**src/rtl/ddr_init_pkg.sv**
```systemverilog
package ddr_init_pkg;

   // memory kind as presented on mem_type
   typedef enum logic [1:0] {
      MEM_SDR  = 2'd0,
      MEM_DDR1 = 2'd1,
      MEM_DDR2 = 2'd2,
      MEM_ALT  = 2'd3
   } mem_kind_t;

   // wait length class attached to every step
   typedef enum logic [1:0] {
      WC_CMD  = 2'd0,
      WC_REG  = 2'd1,
      WC_MODE = 2'd2
   } wait_cls_t;

   // which memory kinds run a step
   typedef enum logic [1:0] {
      GRP_ALL  = 2'd0,
      GRP_DDR2 = 2'd1,
      GRP_DLL  = 2'd2
   } grp_t;

   typedef enum logic [1:0] {
      SQ_IDLE  = 2'd0,
      SQ_ISSUE = 2'd1,
      SQ_WAIT  = 2'd2,
      SQ_FIN   = 2'd3
   } seq_state_t;

   // ordered step list; the order is the behaviour
   typedef enum logic [4:0] {
      ST_CFG      = 5'd0,
      ST_CFG2     = 5'd1,
      ST_CKE      = 5'd2,
      ST_PRE_A    = 5'd3,
      ST_PRE_B    = 5'd4,
      ST_EMR2     = 5'd5,
      ST_EMR3     = 5'd6,
      ST_DLL_WORD = 5'd7,
      ST_DLL_LOAD = 5'd8,
      ST_MODE_INI = 5'd9,
      ST_MR_A     = 5'd10,
      ST_PRE_C    = 5'd11,
      ST_PRE_D    = 5'd12,
      ST_AREF_A   = 5'd13,
      ST_AREF_B   = 5'd14,
      ST_MODE_FIN = 5'd15,
      ST_MR_B     = 5'd16,
      ST_OCD_WORD = 5'd17,
      ST_OCD_LOAD = 5'd18,
      ST_EXT_WORD = 5'd19,
      ST_EXT_LOAD = 5'd20,
      ST_REFRESH  = 5'd21
   } step_t;

   localparam int NUM_STEPS = 22;

   // control register command codes
   localparam logic [7:0] CMD_MR   = 8'h01;
   localparam logic [7:0] CMD_EMR  = 8'h02;
   localparam logic [7:0] CMD_AREF = 8'h04;
   localparam logic [7:0] CMD_PALL = 8'h08;
   localparam logic [7:0] CMD_EMR2 = 8'h10;
   localparam logic [7:0] CMD_EMR3 = 8'h20;

   localparam logic [15:0] CKE_BIT     = 16'h0080;
   localparam logic [15:0] REF_EN_BIT  = 16'h4000;
   localparam logic [15:0] MODE_INI_OR = 16'h0100;

   function automatic grp_t step_group(input step_t s);
      case (s)
         ST_EMR2, ST_EMR3,
         ST_OCD_WORD, ST_OCD_LOAD,
         ST_EXT_WORD, ST_EXT_LOAD:  return GRP_DDR2;
         ST_DLL_WORD, ST_DLL_LOAD:  return GRP_DLL;
         default:                   return GRP_ALL;
      endcase
   endfunction

   function automatic logic step_enabled(input step_t s, input mem_kind_t k);
      case (step_group(s))
         GRP_DDR2: return (k == MEM_DDR2);
         GRP_DLL:  return (k != MEM_SDR);
         default:  return 1'b1;
      endcase
   endfunction

endpackage

```
**src/rtl/ddr_init_step_rom.sv**
```systemverilog
module ddr_init_step_rom
   import ddr_init_pkg::*;
#(
   parameter int          ADDR_W         = 8,
   parameter int          DATA_W         = 32,
   parameter int          CLKS_PER_US    = 250,
   parameter logic [7:0]  ADDR_CFG       = 8'h00,
   parameter logic [7:0]  ADDR_CFG2      = 8'h04,
   parameter logic [7:0]  ADDR_MODE      = 8'h08,
   parameter logic [7:0]  ADDR_EXT       = 8'h0C,
   parameter logic [7:0]  ADDR_CTRL      = 8'h10,
   parameter logic [7:0]  ADDR_REF       = 8'h14,
   parameter logic [31:0] CFG_WORD       = 32'h4A3C_2D10,
   parameter logic [31:0] CFG2_WORD      = 32'h8C5E_6208,
   parameter logic [31:0] EXT_DLL_WORD   = 32'h0000_0002,
   parameter logic [31:0] EXT_OCD_WORD   = 32'h0000_03C4,
   parameter logic [31:0] EXT_FINAL_WORD = 32'h0000_0044,
   parameter logic [15:0] MODE_CAS3      = 16'h0033,
   parameter logic [15:0] MODE_CAS4      = 16'h0043
) (
   input  step_t             step,
   input  logic              cas4,
   output logic [ADDR_W-1:0] addr,
   output logic [DATA_W-1:0] data,
   output wait_cls_t         wcls
);

   // 7.8125 us refresh interval in cycles, truncated
   localparam int REF_CYCLES = (CLKS_PER_US * 78125) / 10000;
   localparam logic [15:0] REF_FIELD = REF_EN_BIT | 16'(REF_CYCLES);

   initial begin
      assert (REF_CYCLES > 0 && REF_CYCLES < 16384)
         else $error("refresh interval does not fit its field");
      assert (ADDR_W >= 8 && DATA_W >= 32)
         else $error("address or data width too narrow");
      assert ((CFG2_WORD & 32'(CKE_BIT)) == 32'd0)
         else $error("CFG2_WORD must leave the clock-enable bit clear");
   end

   logic [15:0] mode_fin;
   assign mode_fin = cas4 ? MODE_CAS4 : MODE_CAS3;

   function automatic logic [DATA_W-1:0] ctl(input logic [7:0] code);
      return DATA_W'(code);
   endfunction

   always_comb begin
      addr = ADDR_W'(ADDR_CTRL);
      data = '0;
      wcls = WC_CMD;
      case (step)
         ST_CFG: begin
            addr = ADDR_W'(ADDR_CFG);
            data = DATA_W'(CFG_WORD);
            wcls = WC_REG;
         end
         ST_CFG2: begin
            addr = ADDR_W'(ADDR_CFG2);
            data = DATA_W'(CFG2_WORD);
            wcls = WC_REG;
         end
         ST_CKE: begin
            addr = ADDR_W'(ADDR_CFG2);
            data = DATA_W'(CFG2_WORD | 32'(CKE_BIT));
            wcls = WC_REG;
         end
         ST_PRE_A, ST_PRE_B,
         ST_PRE_C, ST_PRE_D:  data = ctl(CMD_PALL);
         ST_EMR2:             data = ctl(CMD_EMR2);
         ST_EMR3:             data = ctl(CMD_EMR3);
         ST_DLL_WORD: begin
            addr = ADDR_W'(ADDR_EXT);
            data = DATA_W'(EXT_DLL_WORD);
            wcls = WC_REG;
         end
         ST_DLL_LOAD,
         ST_OCD_LOAD,
         ST_EXT_LOAD:         data = ctl(CMD_EMR);
         ST_MODE_INI: begin
            addr = ADDR_W'(ADDR_MODE);
            data = DATA_W'(mode_fin | MODE_INI_OR);
            wcls = WC_MODE;
         end
         ST_MR_A, ST_MR_B:    data = ctl(CMD_MR);
         ST_AREF_A, ST_AREF_B: data = ctl(CMD_AREF);
         ST_MODE_FIN: begin
            addr = ADDR_W'(ADDR_MODE);
            data = DATA_W'(mode_fin);
            wcls = WC_REG;
         end
         ST_OCD_WORD: begin
            addr = ADDR_W'(ADDR_EXT);
            data = DATA_W'(EXT_OCD_WORD);
            wcls = WC_REG;
         end
         ST_EXT_WORD: begin
            addr = ADDR_W'(ADDR_EXT);
            data = DATA_W'(EXT_FINAL_WORD);
            wcls = WC_REG;
         end
         default: begin
            addr = ADDR_W'(ADDR_REF);
            data = DATA_W'(REF_FIELD);
            wcls = WC_REG;
         end
      endcase
   end

endmodule

```
**src/rtl/ddr_init_step_walk.sv**
```systemverilog
module ddr_init_step_walk
   import ddr_init_pkg::*;
(
   input  step_t     cur,
   input  mem_kind_t kind,
   output step_t     nxt,
   output logic      last
);

   logic [NUM_STEPS-1:0] run_vec;

   // one enable per step, chosen by the memory kind
   for (genvar g = 0; g < NUM_STEPS; g++) begin : g_en
      assign run_vec[g] = step_enabled(step_t'(5'(g)), kind);
   end

   // nearest enabled step after the current one
   always_comb begin
      nxt  = cur;
      last = 1'b1;
      for (int j = NUM_STEPS - 1; j >= 0; j--) begin
         if (j > int'(cur) && run_vec[j]) begin
            nxt  = step_t'(5'(j));
            last = 1'b0;
         end
      end
   end

endmodule

```
**src/rtl/ddr_init_wait_timer.sv**
```systemverilog
module ddr_init_wait_timer
   import ddr_init_pkg::*;
#(
   parameter int CLKS_PER_US = 250,
   parameter int CMD_US      = 10,
   parameter int REG_US      = 100,
   parameter int MODE_US     = 1000
) (
   input  logic      clk,
   input  logic      rst_n,
   input  logic      load,
   input  wait_cls_t cls,
   output logic      expired
);

   localparam int CMD_CYC  = CMD_US * CLKS_PER_US;
   localparam int REG_CYC  = REG_US * CLKS_PER_US;
   localparam int MODE_CYC = MODE_US * CLKS_PER_US;
   localparam int MAX_CYC  = (MODE_CYC > REG_CYC) ?
                             ((MODE_CYC > CMD_CYC) ? MODE_CYC : CMD_CYC) :
                             ((REG_CYC > CMD_CYC) ? REG_CYC : CMD_CYC);
   localparam int CNT_W    = $clog2(MAX_CYC + 1);

   initial begin
      assert (CLKS_PER_US >= 1)
         else $error("CLKS_PER_US must be at least one");
      assert (CMD_US >= 1 && REG_US >= 1 && MODE_US >= 1)
         else $error("every wait must be at least one microsecond");
   end

   logic [CNT_W-1:0] cnt;
   logic [CNT_W-1:0] reload;

   always_comb begin
      case (cls)
         WC_MODE: reload = CNT_W'(MODE_CYC - 1);
         WC_REG:  reload = CNT_W'(REG_CYC - 1);
         default: reload = CNT_W'(CMD_CYC - 1);
      endcase
   end

   always_ff @(posedge clk or negedge rst_n) begin
      if (!rst_n)            cnt <= '0;
      else if (load)         cnt <= reload;
      else if (cnt != '0)    cnt <= cnt - 1'b1;
   end

   assign expired = (cnt == '0);

   // the count falls by one per cycle between loads
   p_count_down_r3: assert property (@(posedge clk) disable iff (!rst_n)
      (!load && cnt != '0) |=> (cnt == $past(cnt) - 1'b1));

endmodule

```
**src/rtl/ddr_init_seq.sv**
```systemverilog
module ddr_init_seq
   import ddr_init_pkg::*;
#(
   parameter int          ADDR_W         = 8,
   parameter int          DATA_W         = 32,
   parameter int          CLKS_PER_US    = 250,
   parameter int          CMD_US         = 10,
   parameter int          REG_US         = 100,
   parameter int          MODE_US        = 1000,
   parameter logic [7:0]  ADDR_CFG       = 8'h00,
   parameter logic [7:0]  ADDR_CFG2      = 8'h04,
   parameter logic [7:0]  ADDR_MODE      = 8'h08,
   parameter logic [7:0]  ADDR_EXT       = 8'h0C,
   parameter logic [7:0]  ADDR_CTRL      = 8'h10,
   parameter logic [7:0]  ADDR_REF       = 8'h14,
   parameter logic [31:0] CFG_WORD       = 32'h4A3C_2D10,
   parameter logic [31:0] CFG2_WORD      = 32'h8C5E_6208,
   parameter logic [31:0] EXT_DLL_WORD   = 32'h0000_0002,
   parameter logic [31:0] EXT_OCD_WORD   = 32'h0000_03C4,
   parameter logic [31:0] EXT_FINAL_WORD = 32'h0000_0044,
   parameter logic [15:0] MODE_CAS3      = 16'h0033,
   parameter logic [15:0] MODE_CAS4      = 16'h0043
) (
   input  logic              clk,
   input  logic              rst_n,
   input  logic              start,
   input  logic [1:0]        mem_type,
   input  logic [2:0]        cas_lat,
   output logic              busy,
   output logic              done,
   output logic              reg_we,
   output logic [ADDR_W-1:0] reg_addr,
   output logic [DATA_W-1:0] reg_wdata
);

   seq_state_t state;
   step_t      step_q;
   step_t      step_nxt;
   mem_kind_t  kind_q;
   logic       cas4_q;
   logic       step_last;
   logic       tmr_done;
   wait_cls_t  step_wcls;

   ddr_init_step_rom #(
      .ADDR_W(ADDR_W), .DATA_W(DATA_W), .CLKS_PER_US(CLKS_PER_US),
      .ADDR_CFG(ADDR_CFG), .ADDR_CFG2(ADDR_CFG2), .ADDR_MODE(ADDR_MODE),
      .ADDR_EXT(ADDR_EXT), .ADDR_CTRL(ADDR_CTRL), .ADDR_REF(ADDR_REF),
      .CFG_WORD(CFG_WORD), .CFG2_WORD(CFG2_WORD),
      .EXT_DLL_WORD(EXT_DLL_WORD), .EXT_OCD_WORD(EXT_OCD_WORD),
      .EXT_FINAL_WORD(EXT_FINAL_WORD),
      .MODE_CAS3(MODE_CAS3), .MODE_CAS4(MODE_CAS4)
   ) u_rom (
      .step (step_q),
      .cas4 (cas4_q),
      .addr (reg_addr),
      .data (reg_wdata),
      .wcls (step_wcls)
   );

   ddr_init_step_walk u_walk (
      .cur  (step_q),
      .kind (kind_q),
      .nxt  (step_nxt),
      .last (step_last)
   );

   ddr_init_wait_timer #(
      .CLKS_PER_US(CLKS_PER_US), .CMD_US(CMD_US),
      .REG_US(REG_US), .MODE_US(MODE_US)
   ) u_timer (
      .clk     (clk),
      .rst_n   (rst_n),
      .load    (reg_we),
      .cls     (step_wcls),
      .expired (tmr_done)
   );

   always_ff @(posedge clk or negedge rst_n) begin
      if (!rst_n) begin
         state  <= SQ_IDLE;
         step_q <= ST_CFG;
         kind_q <= MEM_SDR;
         cas4_q <= 1'b0;
      end else begin
         case (state)
            SQ_IDLE: begin
               if (start) begin
                  kind_q <= mem_kind_t'(mem_type);
                  cas4_q <= (cas_lat == 3'd4);
                  step_q <= ST_CFG;
                  state  <= SQ_ISSUE;
               end
            end
            SQ_ISSUE: state <= SQ_WAIT;
            SQ_WAIT: begin
               if (tmr_done) begin
                  if (step_last) begin
                     state <= SQ_FIN;
                  end else begin
                     step_q <= step_nxt;
                     state  <= SQ_ISSUE;
                  end
               end
            end
            default: state <= SQ_IDLE;
         endcase
      end
   end

   assign reg_we = (state == SQ_ISSUE);
   assign busy   = (state == SQ_ISSUE) || (state == SQ_WAIT);
   assign done   = (state == SQ_FIN);

   // a write strobe never lasts two cycles
   p_strobe_single_r3: assert property (@(posedge clk) disable iff (!rst_n)
      reg_we |=> !reg_we);

   // writes only happen inside a busy window
   p_we_in_busy_r2: assert property (@(posedge clk) disable iff (!rst_n)
      reg_we |-> busy);

   // done is a lone pulse with busy low
   p_done_pulse_r2: assert property (@(posedge clk) disable iff (!rst_n)
      done |-> (!busy && !reg_we));
   p_done_once_r2: assert property (@(posedge clk) disable iff (!rst_n)
      done |=> !done);

   // control commands carry exactly one code bit
   p_ctrl_code_r3: assert property (@(posedge clk) disable iff (!rst_n)
      (reg_we && reg_addr == ADDR_W'(ADDR_CTRL)) |-> ($countones(reg_wdata) == 1));

   // mode words only take the two latency values, with or without bit 8
   p_mode_word_r7: assert property (@(posedge clk) disable iff (!rst_n)
      (reg_we && reg_addr == ADDR_W'(ADDR_MODE)) |->
         (reg_wdata[7:0] == MODE_CAS3[7:0] || reg_wdata[7:0] == MODE_CAS4[7:0]));

   // the captured kind holds steady while busy
   p_kind_hold_r10: assert property (@(posedge clk) disable iff (!rst_n)
      (busy && $past(busy)) |-> $stable(kind_q));

   // the end of busy is followed by done
   p_busy_to_done_r2: assert property (@(posedge clk) disable iff (!rst_n)
      $fell(busy) |-> done);

endmodule

```
**config.mk**
```make
export PLATFORM = sky130hd
export DESIGN_NAME = ddr_init_seq
export DESIGN_NICKNAME = d
export VERILOG_FILES = /design/src/rtl/ddr_init_pkg.sv /design/src/rtl/ddr_init_step_rom.sv /design/src/rtl/ddr_init_step_walk.sv /design/src/rtl/ddr_init_wait_timer.sv /design/src/rtl/ddr_init_seq.sv
export SDC_FILE = /design/constraint.sdc
export NUM_CORES = 1
export LEC_CHECK = 0
export ABC_AREA = 1
export BUFFER_PORTS_ARGS = -buffer_cell sky130_fd_sc_hd__buf_2
export CORE_MARGIN = 1
export CORE_UTILIZATION = 50
export CTS_BUF_LIST = sky130_fd_sc_hd__clkbuf_8
export DETAILED_ROUTE_END_ITERATION = 8
export GPL_ROUTABILITY_DRIVEN = 0
export HOLD_SLACK_MARGIN = 0.02
export PLACE_DENSITY_LB_ADDON = 0.3
export SYNTH_ARGS = -nofsm -noshare
export SYNTH_HDL_FRONTEND = slang
export SYNTH_SLANG_ARGS = --single-unit
```
**constraint.sdc**
```tcl
create_clock -name clk -period 2.1 [get_ports clk]
set_input_delay 0.105 -clock clk [delete_from_list [all_inputs] [get_ports clk]]
set_output_delay 0.105 -clock clk [all_outputs]
set_load 0.02 [all_outputs]
```
=== Word level (Yosys, flattened, before mapping) ===
Index checks and enable logic that the tools add are counted.

* Output and inout bits: 43
* Logic and storage cells: 142
* Register bits: 28

* Order comparisons: 21
* Reductions and logical operators: 27
* Eq/ne operators: 31
* Add/sub/neg operators: 1
* Muxes and demuxes: 57

{| class="wikitable"
|+ Operator list
! operator !! count
|-
| $pmux W32 S13 || 1
|-
| $mux W5 || 24
|-
| $eq A5 B4 Y1 const B || 8
|-
| $gt A4 B5 Y1 const A || 8
|-
| $mux W18 || 2
|-
| $pmux W18 S2 || 1
|-
| $gt A5 B5 Y1 const A || 6
|-
| $eq A5 B5 Y1 const B || 5
|-
| $pmux W5 S5 || 1
|-
| $ne A22 B1 Y1 const B || 1
|-
| $mux W1 || 21
|-
| $eq A5 B3 Y1 const B || 4
|-
| $gt A3 B5 Y1 const A || 4
|-
| $logic_not A18 Y1 || 1
|-
| $reduce_bool A18 Y1 || 1
|-
| $sub A18 B1 Y18 const B || 1
|-
| $reduce_or A13 Y1 || 1
|-
| $eq A5 B2 Y1 const B || 2
|-
| $gt A2 B5 Y1 const A || 2
|-
| $pmux W5 S2 || 1
|-
| $eq A2 B2 Y1 const B || 4
|-
| $logic_and A1 B1 Y1 || 8
|-
| $reduce_or A2 Y1 || 4
|-
| $reduce_or A4 Y1 || 2
|-
| 16 further kinds || 24
|}

=== Depth between registers and ports, before layout ===
Gate-level depths: netlist (run 1).

* Depth after elaboration: 25
* Gate-level depth with buffers: 19
* Mapped depth without buffers: 18

=== Hierarchy ===
A second synthesis (run 1) with hierarchy kept.

* Cells, all modules: 452
* Area, all modules: 2,946.6 µm²

{| class="wikitable"
|+ By module, submodules not included
! module !! area each (µm²) !! sequential area each (µm²) !! times used !! cells an instance
|-
| ddr_init_wait_timer || 1,256.2 || 450.4 || 1 || 181
|-
| ddr_init_step_rom || 666.9 || 0.0 || 1 || 122
|-
| ddr_init_seq || 585.6 || 250.2 || 1 || 72
|-
| ddr_init_step_walk || 437.9 || 0.0 || 1 || 77
|}

=== Least setup slack after synthesis (run 1) ===
No wires, ideal clock.

* Path kind: register to output
* Start: reg step_q[2]
* End: out reg_addr[2]
* Arrival: 2.311 ns
* Slack: -0.316 ns
* Buffers on the path: 1
* Cell stages (with the launch flop): 11
* Path through: dfrtp_1 > buf_4 > inv_1 > nand2_1 > nor2_1 > inv_1 > nor2_1 > inv_1 > nor2_1 > inv_1 > nand3_1

* Cells in the longest elaborated chain, start to end: 3
* Elaborated cells between the ends (all ways): 26

{| class="wikitable"
|+ Ends and longest elaborated chain
! what !! RTL line !! RTL
|-
| from (decl) || ddr_init_seq.sv:37 || <nowiki>step_t step_q;</nowiki>
|-
| from (signal assigned) || ddr_init_seq.sv:101 || <nowiki>step_q <= step_nxt;</nowiki>
|-
| $eq A5 B2 Y1 (tied with other cells) || ddr_init_step_rom.sv:52 || <nowiki>case (step)</nowiki>
|-
| $reduce_or A13 Y1 (no source line) (tied with other cells) || n/a ||
|-
| $pmux W5 S5 (*) || ddr_init_step_rom.sv:52 ||
|-
| to (decl) || ddr_init_seq.sv:32 || <nowiki>output logic [ADDR_W-1:0] reg_addr,</nowiki>
|}

Every way passes the cells marked *; elsewhere a longest branch is shown, timed or not.

=== Worst setup path after layout (run 1) ===
* Start: reg u_timer.cnt[1]
* End: reg step_q[4]

* Cells in the longest elaborated chain, start to end: 3

{| class="wikitable"
|+ Ends and longest elaborated chain
! what !! RTL line !! RTL
|-
| from (decl) || ddr_init_wait_timer.sv:31 || <nowiki>logic [CNT_W-1:0] cnt;</nowiki>
|-
| from (signal assigned) || ddr_init_wait_timer.sv:44 || <nowiki>else if (load) cnt <= reload;</nowiki>
|-
| from (signal assigned) || ddr_init_wait_timer.sv:45 || <nowiki>else if (cnt != '0) cnt <= cnt - 1'b1;</nowiki>
|-
| $logic_not A18 Y1 || ddr_init_wait_timer.sv:48 || <nowiki>assign expired = (cnt == '0);</nowiki>
|-
| $ne A2 B2 Y1 (no source line) || n/a ||
|-
| $reduce_and A5 Y1 (no source line) || n/a ||
|}

No other way between the ends.
A chain may end at the register's enable or synchronous reset.

==> results of run 1 <==
[timing repair]
| action | CTS | global route |
|---|---|---|
| resized for setup | 4 | 28 |
| setup endpoints to repair | 5 | 25 |
| hold buffers | 1 | 0 |
| buffers inserted | 0 | 18 |
| pin swaps | 0 | 12 |
| endpoints found under the hold margin | 28 | 0 |
[where the power goes]
group / total [W] / switching (W) / internal, W
combinational: 0.00127 / 0.000788 / 0.000480
sequential: 0.000926 / 0.000201 / 0.000725
clock: 0.000432 / 0.000176 / 0.000255
total: 0.00263 / 0.00117 / 0.00146
[cell type report]
cell class,count,area (sq um)
fill,403,1612
sequential,28,705.7
inverter,52,202.7
clock inverter,1,30.03
timing repair buffer,63,380.4
multi-input combinational,248,1378
tap,52,65.06
clock buffer,3,41.29
[cells by family after synthesis]
group                      count (synthesis)  synth area share
buffers and inverters                     79            0.1686
adders and majority gates                  6           0.03212
and+or+nand+nor                          171            0.3431
xor gates and xnor gates                   8           0.02998
AOI/OAI and AO/OA                         51            0.1247
other                                      1          0.001604
DFF                                       28            0.2998
[worst max-delay path: cells and delay by family (launching register included)]
family	cells	cell delay, ps
buffers and inverters	3	260
AOI/OAI and AO/OA	1	50
DFF	1	400
and+or+nand+nor	9	1040
adders and majority gates	1	150
[worst max-delay path by stage]
stage	to	cells after the start	start
2_1_floorplan	reg_addr[2]	10	step_q[2]
3_3_place_gp	u_timer.cnt[6]	9	step_q[0]
3_5_place_dp	step_q[2]	15	u_timer.cnt[0]
4_1_cts	reg_wdata[10]	9	step_q[4]
5_1_grt	u_timer.cnt[6]	14	u_timer.cnt[1]
6_report	step_q[4]	14	u_timer.cnt[1]
[flip-flops by register name, summed over array words and instances, names as in the netlist]
name / cells
u_timer.cnt: 18
kind_q: 2
cas4_q: 1
step_q: 5
state: 2
[Yosys cell counts (2+ instances only)]
cell type,n,area (sq um)
nor3_2,2,20.02
nand2_2,3,18.77
nor3_1,10,50.05
o22ai_1,2,12.51
nand2_4,2,22.52
xor2_1,7,61.31
o21ai_1,3,15.01
nand4_1,3,18.77
nand3_1,16,80.08
inv_1,50,187.7
ha_1,6,75.07
nor2_2,4,25.02
or2_2,2,12.51
nand3b_1,2,15.01
buf_4,24,180.2
o21ai_2,2,17.52
nor2_1,45,168.9
nand2_1,77,289.0
o211ai_1,3,22.52
a31oi_1,4,25.02
dfrtp_1,28,700.7
a21oi_1,17,85.08
o21ai_0,16,80.08
[metrics by stage]
stage	power, W	std cells	hold WS [ps]	setup TNS, ps	area (sq um)
finish	0.002626	447	28.38	0	2803
global route	0.002830	447	50.14	-250.0	2803
CTS	0.002492	429	27.55	0	2581
detailed placement	0.002060	424	162.5	0	2490
global placement	0.002044	424	158.9	0	2490
floorplan	0.001788	355	-190.6	0	2384
[per-layer routing]
metal,global-route usage,up-vias
met2,0.3704,88
met1,0.3300,1073
met5,0,-
met4,0.07111,0
met3,0.03175,8
li1,-,1163
==> metrics.cfg, run 1 <==
[outcome]
status=finished, final reports clean

[global_routing]
grt_max_degree=29
grt_pass1_wl_um=9349
grt_antenna_before_repair=0
grt_pass1_vias=2050
track_usage=0.2339
overflow=0

[sta]
relSlewSlack=0.5683
tightest_slew_ps=647.5
fin_crit_sh=0.9656
setup_viol=0
timing.fmax_mhz=493.2
fin_crit_ps=2028
hold_violations=0
finalClockSkew_ps=9.617
maxSlewViolCount=0
setup_ws_ps=72.24

[detailed_routing]
routed_wl_um=5820
wl_met1_um=2638
drc=0
routed_via_density=5.217
routed.top_layer=met4
drtAntennaViolNets=0
route.met3.wl_um=331
first_pass_iters=4
route.met2.wl_um=2759
drt_iter0_drc=122
wl_per_cell_um=13.02
vias=2332

[critical_path]
crit_chain=inv_2 > ha_4 > nand2_4 > nor2_4 > nand2_4 > nor3_4 > nand4_4 > nand2_2 > nand2_4 > clkinv_4 > nand2_4 > nor2_8 > buf_4 > o21ai_1
worstSetupPathType=flop to flop
cp.arrival_ps=2190
r2r_start=u_timer.cnt[1]
crit_required_ps=2260
r2r_slack_ps=70
startpoint_type=flop
setup.worst_path.end_class=flop
r2r_cells=14
slowest_stage=dfrtp_1
crit_path_max_incr_delay_ps=400
path_max_fanout=6
path_common_cell=nand2_4
reg2reg_to=step_q[4]

[logic_synthesis]
synth.distinct_cells=39
netlist_instances=344
synthFlopType=dfrtp_1
ys_warn_count=0
async_reset_ff_frac=1.000
syn_avg_cell_area_sq_um=6.794
synth_edf_count=0
synth_area_sq_mm=0.002337
ys_seq_area_frac=0.2998
synth-seq-cells=28

[clock_network]
root_buffer=clkbuf_8
path_clk_slew_ps=110
cts_buffer_depth=2
cts_sinks=28
numCtsBuffers=3
cts.htree.levels=1
clock_latency_ps=280
cts_tree=done

[final_layout]
utilization=0.6349
nets=410
mostFrequentLayoutCells=nand2_1, inv_1, buf_2
drive_gt1_frac=0.2886
diodes=0
layout_commonest_cell=nand2_1
synthToLayoutAreaGrowth_pct=19.91

[placement]
numPortBuffers=38
place_ws_ps=112.3
dp_hpwl_um=4313

[worst_hold_path]
holdPathStages=3
hold_path.class=primary input to flop
min_to=kind_q[0]
hold_start=mem_type[0]

[floorplan]
io_pins=51
die_area_sq_mm=0.004952
row_count=24
dieWidth_um=70.37
start_util=0.5295
die_h_um=70.37
coreArea_sq_mm=0.004414

[power]
power.density_mw_per_mm2=936.9
ir_worst_vdd_mv=0.7211
leakage_nw=1.493

[run]
maxCapViolations=0

Power figures use the tool's default switching activity.
==> inputs of run 2 (changes only) <==
Settings changed: MAX_ROUTING_LAYER set to met4.
==> metrics.cfg, run 2 (synthesized netlist as in run 1, its figures left out) <==
[outcome]
status=finished, final reports clean

[critical_path]
r2r_start=u_timer.cnt[1]
crit_required_ps=2260  ; about the same
cp.arrival_ps=2190  ; about the same
setup.worst_path.end_class=flop
path_max_fanout=6  ; unchanged
reg2reg_to=step_q[4]
worstSetupPathType=flop to flop
r2r_cells=14  ; unchanged
startpoint_type=flop
r2r_slack_ps=70  ; about the same

[placement]
dp_hpwl_um=4313  ; unchanged
numPortBuffers=38  ; unchanged
dpl.cell_count=424  ; unchanged

[final_layout]
diodes=0  ; unchanged
fin_cells=447  ; unchanged
reg.largest.list=u_timer.cnt: 18 flops, step_q: 5 flops
drive_gt1_frac=0.2886  ; unchanged
mostFrequentLayoutCells=nand2_1, inv_1, buf_2
layout_commonest_cell=nand2_1
max_flop_register=u_timer.cnt
largest_reg_flops=18  ; unchanged
nets=410  ; unchanged
utilization=0.6349  ; unchanged
synthToLayoutAreaGrowth_pct=19.91  ; unchanged

[sta]
maxSlewViolCount=0  ; unchanged
timing.fmax_mhz=493.2  ; about the same
setup_viol=0  ; unchanged
tightest_slew_ps=648.4  ; +0.8836 ps
relSlewSlack=0.5677  ; -0.0005890
fin_crit_ps=2028  ; -0.05550 ps
fin_crit_sh=0.9656  ; about the same
finalClockSkew_ps=8.964  ; -0.6534 ps
hold_violations=0  ; unchanged

[power]
power_frac_comb=0.483  ; about the same
swShare=0.4437  ; about the same
seqPwrFrac=0.353  ; about the same
leakage_nw=1.493  ; unchanged
switchingPower_w=0.001164  ; -0.17%
total_power_w=0.002624  ; about the same
power.density_mw_per_mm2=936.2  ; about the same
p_clk_frac=0.164  ; about the same
p_int_w=0.001460  ; about the same
ir_worst_vdd_mv=0.7207  ; about the same

[worst_hold_path]
hold_start=mem_type[0]
hold_path.class=primary input to flop
min_to=kind_q[0]
holdPathStages=3  ; unchanged

[clock_network]
numCtsBuffers=3  ; unchanged
clock_latency_ps=280  ; about the same
cts_buffer_depth=2  ; unchanged
cts.htree.levels=1  ; unchanged
root_buffer=clkbuf_8
cts_tree=done
cts_sinks=28  ; unchanged
path_clk_slew_ps=100  ; about the same

[global_routing]
grt_max_degree=29  ; unchanged
grt_antenna_before_repair=0  ; unchanged
grt_pass1_vias=2056  ; +0.29%
overflow=0  ; unchanged
grt_pass1_wl_um=9335  ; -0.15%
track_usage=0.2405  ; +0.006609

[floorplan]
coreArea_sq_mm=0.004414  ; unchanged
die_area_sq_mm=0.004952  ; unchanged
io_pins=51  ; unchanged
die_h_um=70.37  ; unchanged
dieWidth_um=70.37  ; unchanged
row_count=24  ; unchanged
start_util=0.5295  ; unchanged

[detailed_routing]
wl_per_cell_um=12.97  ; -0.38%
drc=0  ; unchanged
drtAntennaViolNets=0  ; unchanged
routed_wl_um=5798  ; -0.38%
routed_via_density=5.230  ; +0.26%
first_pass_iters=5  ; +1
vias=2338  ; +0.26%
drt_iter0_drc=129  ; +5.7%

[run]
maxCapViolations=0  ; unchanged

-- run 2: cell counts in the layout (fill, tap and decap cells not counted) --
Identical to the previous run, type by type.
-- run 2: worst max-delay path by stage --
stage | start | depth (start not counted) | slack (ps) | to
2_1_floorplan | step_q[2] | 10 | 30 | reg_addr[2]
3_3_place_gp | step_q[0] | 9 | 170 | u_timer.cnt[6]
3_5_place_dp | u_timer.cnt[0] | 15 | 110 | step_q[2]
4_1_cts | step_q[4] | 9 | 3 | reg_wdata[10]
5_1_grt | u_timer.cnt[1] | 14 | -60 | u_timer.cnt[6]
6_report | u_timer.cnt[1] | 14 | 70 | step_q[4]
-- run 2: metal layers --
metal	part of all wire	GRT usage
met5	0	-
met4	0.013	0.07111
met3	0.055	0.03175
met2	0.48	0.3714
met1	0.46	0.3291
-- run 2: power by group through the flow --
stage	Combinational (W)	Clock, W	Sequential, W
final	0.00127	0.000431	0.000926
after global routing	0.00143	0.000456	0.000949
after floorplan	0.000910	0	0.000878
after CTS	0.00114	0.000435	0.000915
after global placement	0.00112	0	0.000922
after detailed placement	0.00114	0	0.000924
-- run 2: what timing repair did --
item                                    CTS  global route
endpoints found under the hold margin    28             0
gates resized for setup                   4            28
pin swaps                                 0            12
setup buffers                             0            18
endpoints found under the setup margin    5            25
hold buffers                              1             0
-- run 2: layout make-up --
| cell class | instances | area, sq um |
|---|---|---|
| clock inverters | 1 | 30.03 |
| well taps | 52 | 65.06 |
| multi-input cells | 248 | 1378 |
| repair buffers | 63 | 380.4 |
| fillers | 403 | 1612 |
| inverters | 52 | 202.7 |
| flip-flops and latches | 28 | 705.7 |
| clock buffers | 3 | 41.29 |
-- run 2: metrics by stage --
stage          setup WS (ps)  cell area (sq um)  setup TNS (ps)  hold slack (ps)
2_1_floorplan          34.84               2384               0           -190.6
3_3_place_gp           174.9               2490               0            158.9
3_5_place_dp           112.3               2490               0            162.5
4_1_cts                2.844               2581               0            27.55
5_1_grt               -56.99               2803          -250.0            50.14
6_report               72.30               2803               0            28.97
-- run 2: worst max-delay path, stage by stage, from the launching register on --
cell and delay [ps]:
dfrtp_1 400, inv_2 80, ha_4 160, nand2_4 70, nor2_4 110, nand2_4 70, nor3_4 240, nand4_4 160
nand2_2 120, nand2_4 60, clkinv_4 50, nand2_4 60, nor2_8 150, buf_4 130, o21ai_1 50
